`config.mk`:
```
export PLATFORM = sky130hd
export DESIGN_NAME = simt_div_stack
export DESIGN_NICKNAME = d
export VERILOG_FILES = /design/src/rtl/simt_div_pkg.sv /design/src/rtl/div_split_eval.sv /design/src/rtl/div_entry_stack.sv /design/src/rtl/simt_div_stack.sv
export SDC_FILE = /design/constraint.sdc
export NUM_CORES = 1
export LEC_CHECK = 0
export ABC_AREA = 0
export BUFFER_PORTS_ARGS = -buffer_cell sky130_fd_sc_hd__clkbuf_2
export CAP_MARGIN = 20
export CORE_UTILIZATION = 50
export DETAILED_ROUTE_END_ITERATION = 10
export HOLD_SLACK_MARGIN = 0.02
export PLACE_DENSITY = 0.67
export SYNTH_ARGS = -nofsm -noshare
export SYNTH_HDL_FRONTEND = slang
export SYNTH_SLANG_ARGS = --single-unit
```
`constraint.sdc`:
```
create_clock -name clk -period 6.7 [get_ports clk]
set_input_delay 1.34 -clock clk [delete_from_list [all_inputs] [get_ports clk]]
set_output_delay 1.34 -clock clk [all_outputs]
set_load 0.05 [all_outputs]
```
`src/rtl/simt_div_pkg.sv`:
```
package simt_div_pkg;
  localparam logic [2:0] FN_SPLIT = 3'd2;
  localparam logic [2:0] FN_JOIN  = 3'd3;
  localparam int         PC_W     = 32;
  localparam int         MAX_THR  = 64;

  // all active threads agree when the true subset is empty or the whole set
  function automatic logic preds_agree(input logic [MAX_THR-1:0] act,
                                       input logic [MAX_THR-1:0] prd);
    logic [MAX_THR-1:0] hit;
    hit = act & prd;
    return (hit == '0) || (hit == act);
  endfunction
endpackage

```
`src/rtl/div_split_eval.sv`:
```
module div_split_eval
  import simt_div_pkg::*;
#(
  parameter int THREADS = 4
) (
  input  logic [THREADS-1:0] act_i,
  input  logic [THREADS-1:0] pred_i,
  output logic [THREADS-1:0] taken_o,
  output logic [THREADS-1:0] fallen_o,
  output logic               agree_o,
  output logic               none_active_o
);
  localparam int PAD = MAX_THR - THREADS;

  always_comb begin
    taken_o       = act_i & pred_i;
    fallen_o      = act_i & ~pred_i;
    agree_o       = preds_agree({{PAD{1'b0}}, act_i}, {{PAD{1'b0}}, pred_i});
    none_active_o = (act_i == '0);
  end
endmodule

```
`src/rtl/div_entry_stack.sv`:
```
module div_entry_stack
  import simt_div_pkg::*;
#(
  parameter int DEPTH   = 8,
  parameter int THREADS = 4
) (
  input  logic                     clk,
  input  logic                     rst,
  input  logic                     push_one,
  input  logic                     push_two,
  input  logic                     pop,
  input  logic [THREADS-1:0]       w0_mask,
  input  logic                     w0_uni,
  input  logic                     w0_ft,
  input  logic [THREADS-1:0]       w1_mask,
  input  logic [PC_W-1:0]          w1_pc,
  output logic [$clog2(DEPTH+1)-1:0] count_o,
  output logic [THREADS-1:0]       top_mask,
  output logic [PC_W-1:0]          top_pc,
  output logic                     top_uni,
  output logic                     top_ft,
  output logic                     empty_o,
  output logic                     room1_o,
  output logic                     room2_o
);
  localparam int CNT_W = $clog2(DEPTH + 1);

  logic [CNT_W-1:0]   count;
  logic [THREADS-1:0] e_mask [DEPTH];
  logic [PC_W-1:0]    e_pc   [DEPTH];
  logic               e_uni  [DEPTH];
  logic               e_ft   [DEPTH];

  for (genvar i = 0; i < DEPTH; i++) begin : g_slot
    always_ff @(posedge clk) begin
      if (rst) begin
        e_mask[i] <= '0;
        e_pc[i]   <= '0;
        e_uni[i]  <= 1'b0;
        e_ft[i]   <= 1'b0;
      end else if ((push_one || push_two) && (32'(count) == i)) begin
        e_mask[i] <= w0_mask;
        e_pc[i]   <= '0;
        e_uni[i]  <= w0_uni;
        e_ft[i]   <= w0_ft;
      end else if (push_two && (32'(count) + 1 == i)) begin
        e_mask[i] <= w1_mask;
        e_pc[i]   <= w1_pc;
        e_uni[i]  <= 1'b0;
        e_ft[i]   <= 1'b0;
      end
    end
  end

  always_ff @(posedge clk) begin
    if (rst)           count <= '0;
    else if (push_two) count <= count + CNT_W'(2);
    else if (push_one) count <= count + CNT_W'(1);
    else if (pop)      count <= count - CNT_W'(1);
  end

  always_comb begin
    top_mask = '0;
    top_pc   = '0;
    top_uni  = 1'b0;
    top_ft   = 1'b0;
    for (int i = 0; i < DEPTH; i++) begin
      if (32'(count) == i + 1) begin
        top_mask = e_mask[i];
        top_pc   = e_pc[i];
        top_uni  = e_uni[i];
        top_ft   = e_ft[i];
      end
    end
  end

  assign count_o = count;
  assign empty_o = (count == '0);
  assign room1_o = (32'(count) + 1 <= DEPTH);
  assign room2_o = (32'(count) + 2 <= DEPTH);

  AST_NO_OVERFLOW: assert property (@(posedge clk) disable iff (rst)
    32'(count) <= DEPTH);
  AST_POP_SHRINK: assert property (@(posedge clk) disable iff (rst)
    pop |=> count == $past(count) - CNT_W'(1));
endmodule

```
`src/rtl/simt_div_stack.sv`:
```
module simt_div_stack
  import simt_div_pkg::*;
#(
  parameter int DEPTH   = 8,
  parameter int THREADS = 4
) (
  input  logic               clk,
  input  logic               rst,
  input  logic               cmd_valid,
  input  logic [2:0]         cmd_func,
  input  logic [THREADS-1:0] thr_mask_i,
  input  logic [THREADS-1:0] pred_i,
  input  logic [31:0]        resume_pc,
  output logic [THREADS-1:0] mask_o,
  output logic               redirect_o,
  output logic [31:0]        redirect_pc_o,
  output logic               diverge_o,
  output logic               overflow_o,
  output logic               underflow_o
);
  localparam int CNT_W = $clog2(DEPTH + 1);

  logic [THREADS-1:0] taken, fallen, top_mask;
  logic               agree, none_active;
  logic [CNT_W-1:0]   stk_count;
  logic [PC_W-1:0]    top_pc;
  logic               top_uni, top_ft, empty, room1, room2;

  // named internal events
  logic split_cmd, join_cmd, diverge_evt, split_uni, split_div;
  logic ovf_evt, unf_evt, push_one, push_two, pop, jump_evt;

  div_split_eval #(.THREADS(THREADS)) u_eval (
    .act_i(thr_mask_i), .pred_i(pred_i), .taken_o(taken),
    .fallen_o(fallen), .agree_o(agree), .none_active_o(none_active)
  );

  always_comb begin
    split_cmd   = cmd_valid && (cmd_func == FN_SPLIT);
    join_cmd    = cmd_valid && (cmd_func == FN_JOIN);
    diverge_evt = split_cmd && none_active;
    split_uni   = split_cmd && !none_active && agree;
    split_div   = split_cmd && !none_active && !agree;
    ovf_evt     = (split_uni && !room1) || (split_div && !room2);
    push_one    = split_uni && room1;
    push_two    = split_div && room2;
    unf_evt     = join_cmd && empty;
    pop         = join_cmd && !empty;
    jump_evt    = pop && !top_uni && !top_ft;
  end

  div_entry_stack #(.DEPTH(DEPTH), .THREADS(THREADS)) u_stack (
    .clk(clk), .rst(rst),
    .push_one(push_one), .push_two(push_two), .pop(pop),
    .w0_mask(thr_mask_i), .w0_uni(push_one), .w0_ft(push_two),
    .w1_mask(taken), .w1_pc(resume_pc),
    .count_o(stk_count), .top_mask(top_mask), .top_pc(top_pc),
    .top_uni(top_uni), .top_ft(top_ft), .empty_o(empty),
    .room1_o(room1), .room2_o(room2)
  );

  always_ff @(posedge clk) begin
    if (rst) begin
      mask_o        <= THREADS'(1);
      redirect_o    <= 1'b0;
      redirect_pc_o <= '0;
      diverge_o     <= 1'b0;
      overflow_o    <= 1'b0;
      underflow_o   <= 1'b0;
    end else begin
      if (push_one)      mask_o <= thr_mask_i;
      else if (push_two) mask_o <= fallen;
      else if (pop)      mask_o <= top_mask;
      redirect_o  <= jump_evt;
      if (jump_evt) redirect_pc_o <= top_pc;
      diverge_o   <= diverge_evt;
      overflow_o  <= ovf_evt;
      underflow_o <= unf_evt;
    end
  end

  AST_OVF_HOLDS: assert property (@(posedge clk) disable iff (rst)
    ovf_evt |=> $stable(stk_count) && (mask_o == $past(mask_o)));
  AST_UNF_MASK: assert property (@(posedge clk) disable iff (rst)
    unf_evt |=> mask_o == $past(mask_o));
  AST_DIV_NOPUSH: assert property (@(posedge clk) disable iff (rst)
    diverge_evt |=> $stable(stk_count) && diverge_o);
  AST_UNI_MASK: assert property (@(posedge clk) disable iff (rst)
    push_one |=> mask_o == $past(thr_mask_i));
  AST_SPLIT_GROW: assert property (@(posedge clk) disable iff (rst)
    push_two |=> stk_count == $past(stk_count) + CNT_W'(2));
  AST_REDIR_AFTER_JOIN: assert property (@(posedge clk) disable iff (rst)
    redirect_o |-> $past(join_cmd));
  AST_ONE_FLAG: assert property (@(posedge clk) disable iff (rst)
    $onehot0({diverge_o, overflow_o, underflow_o}));
endmodule

```
==> run_results.csv <==
group,metric,value,unit
die,fp.dieW,183,µm
clock_tree,path_clk_slew,60,ps
clock_tree,cts-htree-levels,2,
pwr,power_density,258,nW/µm²
timing,whs,460,ps
synth,synth_edf_count,304,
die,start_util,0.514,
pwr,p_leak,0.00670,µW
global_routing,track_usage,0.263,
critical_path,reg2reg_from,"u_stack.count_o[1]",
place,place_ws,1880,ps
critical_path,required,6830,ps
critical_path,ff2ff_path_depth,7,
critical_path,reg2reg_to,"u_stack.e_pc[0][57]",
min_path,whs_path_depth,2,
clock_tree,root_buffer,"clkbuf_16",
timing,maxSlewHeadroom,0.312,
drt,met1_length,18.6,mm
cells_and_area,multiInputGateArea,5850,µm²
critical_path,crit_arrival,4560,ps
drt,vias,11142,
min_path,holdPathEnd,"redirect_pc_o[17]",
clock_tree,cts_tree,"yes",
synth,ys_warn_count,0,
run_status,outcome,"completed",
place,hpwlAfterDp,26.0,mm
drt,met2_wirelength,20.7,mm
clock_tree,cts_resized,0,
critical_path,reg2reg_slack,2270,ps
synth,synth_top_area_cell,"edfxtp_1",
pwr,power,4740,µW
timing,hold_viol,0,
clock_tree,cts_setup_buffers,0,
timing,setup_viol,0,
timing,tns,0,ps
timing,post-route-period-util,0.661,
critical_path,path_max_fanout,38,
min_path,hold_path.class,"reg -> reg",
synth,syn_area_per_cell,12.2,µm²
synth,synthTopCellsByArea,"edfxtp_1, and2_1, dfxtp_1",
synth,synth_top_area_share,0.557,
synth,ys_seq_area_frac,0.611,
critical_path,start_kind,"flip-flop",
synth,synth_common_cells,"edfxtp_1, and2_1, nand2_1",
place,io_buffers,85,
cells_and_area,final_nets,1443,
timing,period_minus_slack,4430,ps
drt,initialDrtViolationCount,1079,
die,die_area,33500,µm²
min_path,hp-start,"redirect_pc_o[17]",
global_routing,grt_pass1_vias,11233,
cells_and_area,fill_cells,2637,
timing,rsz0062_at_grt,"no",
drt,finalWirelength,43.3,mm
synth,synth_ff_type,"edfxtp_1",
drt,drt_first_pass_iters,7,
synth,synthCells,1339,
synth,async_reset_ff_frac,0,
place,gp_congestion,0.906,
synth,synth_nets,1395,
global_routing,grt_pass1_wl,66.7,mm
critical_path,worstSetupEndpointType,"flip-flop",
cells_and_area,antenna_cells,0,
global_routing,grt_start_max_net_pins,48,
drt,drt-vias-per-instance,6.02,
synth,ys_ff_latch,348,
synth,synth.most_common_cell,"edfxtp_1",
timing,fin_ws,2270,ps
drt,antenna_left,0,
drt,highest_layer,"met4",
place,place_area,17100,µm²
synth,syn_area,16400,µm²
drt,route.detailed.drc,0,
drt,met3WireLength,2.93,mm
cells_and_area,fin_area,18300,µm²
timing,clock_skew,19.3,ps
global_routing,overflow,0,
synth,yosysUniqueCellTypes,74,
die,die_h,183,µm
clock_tree,clockBufferDepth,3,
critical_path,crit_type,"reg -> reg",
clock_tree,cts_buffers,38,
cells_and_area,synthToLayoutAreaGrowth,12.0,%
clock_tree,clock_latency,530,ps
clock_tree,cts_sinks,348,
die,core,31900,µm²
timing,worst_pin_slew,1030,ps
clock_tree,cts_hold_buf,0,
job,cap_violations,0,
global_routing,antenna_found_initial,0,
pwr,vdd_drop_max,236,µV
die,io_pins,86,
cells_and_area,seq_area,10000,µm²
timing,clock.fmax,0.226,GHz
drt,wl_per_cell,23.4,µm
timing,slew_viol_final,0,
cells_and_area,drive_gt1_frac,0.171,
die,rows,65,
[layer usage]
layer	GRT usage	vias up
met4	0.0777	0
met1	0.362	5492
met5	0	-
met3	0.0395	70
met2	0.431	455
li1	-	5125
[layout make-up]
class                      count  area share
clock buffer                  49      0.0569
clock inverter                21     0.00825
inverter                      12     0.00246
multi-input combinational    873       0.319
sequential                   348       0.546
tap                          435      0.0297
timing repair buffer         114      0.0382
[worst max path at each step]
stage / from / to / slack [ps] / depth (start not counted)
4_1_cts: u_stack.count_o[1] / u_stack.e_pc[1][96] / 2240 / 7
3_3_place_gp: pred_i[3] / u_stack.e_pc[1][102] / 2030 / 6
2_1_floorplan: pred_i[1] / u_stack.e_ft[1][0] / 1090 / 7
5_1_grt: u_stack.count_o[0] / u_stack.e_pc[0][42] / 1890 / 7
6_report: u_stack.count_o[1] / u_stack.e_pc[0][57] / 2270 / 7
3_5_place_dp: pred_i[3] / u_stack.e_pc[1][102] / 1880 / 6
[power breakdown]
group | internal [µW] | leakage, µW | switching (µW)
registers | 2420 | 0.00350 | 22.0
logic | 73.5 | 0.00261 | 220
clock network | 1150 | 0.000597 | 851
total | 3640 | 0.00670 | 1090
[critical path: stages, from the launching register on]
cell and delay (ps):
dfxtp_1 520, ha_1 810, nand2_1 110, o221ai_1 340, o2bb2ai_1 360, a21oi_2 750
nand3_1 320, nand2_2 820
[state kept, by name (all words and copies together), names as in the netlist]
signal / flops
diverge_o: 1
mask_o: 4
overflow_o: 1
redirect_o: 1
redirect_pc_o: 32
u_stack.count_o: 4
u_stack.e_ft: 8
u_stack.e_mask: 32
u_stack.e_pc: 256
u_stack.e_uni: 8
underflow_o: 1
[cell families (layout without fill, tap and decap cells)]
| logic type | count (synthesis) | in the layout | synth area share |
|---|---|---|---|
| multiplexers | 1 | 1 | 0.000687 |
| buffers and inverters | 118 | 196 | 0.0366 |
| AND/OR/NAND/NOR | 506 | 506 | 0.179 |
| adder cells (fa/ha/maj) | 10 | 10 | 0.00764 |
| XOR/XNOR | 4 | 4 | 0.00214 |
| flip-flops | 348 | 348 | 0.611 |
| AO/OA/AOI/OAI | 352 | 352 | 0.163 |
[layout by cell type, fill, tap and decap left out, drive strengths merged, types with 3 or more instances in the layout]
master,Yosys,final
ha,10,10
o22ai,66,66
a22oi,6,6
nand3,13,13
nor3b,5,5
xor2,3,3
clkbuf,70,134
a21boi,4,4
o211a,3,3
inv,12,14
edfxtp,304,304
nor2b,4,4
o31ai,6,6
clkinv,0,16
nand2,102,102
a21o,3,3
a211o,5,5
nand4,3,3
o41ai,29,29
a211oi,5,5
buf,36,29
nand2b,14,14
nor3,6,6
nor2,67,67
a21oi,51,51
a221oi,5,5
and2,259,259
dfxtp,44,44
o311ai,3,3
a221o,34,34
o21ai,52,52
and3b,4,4
nor4,7,7
and3,4,4
nand3b,9,9
o211ai,33,33
a31oi,34,34
[per-stage QoR]
stage | std cells | util
floorplan | 1339 | -
global placement | 1778 | 0.535
detailed placement | 1779 | 0.536
CTS | 1849 | 0.574
global route | 1852 | 0.575
finish | 1852 | 0.575
Note: power is estimated with default switching activity, not from simulation.
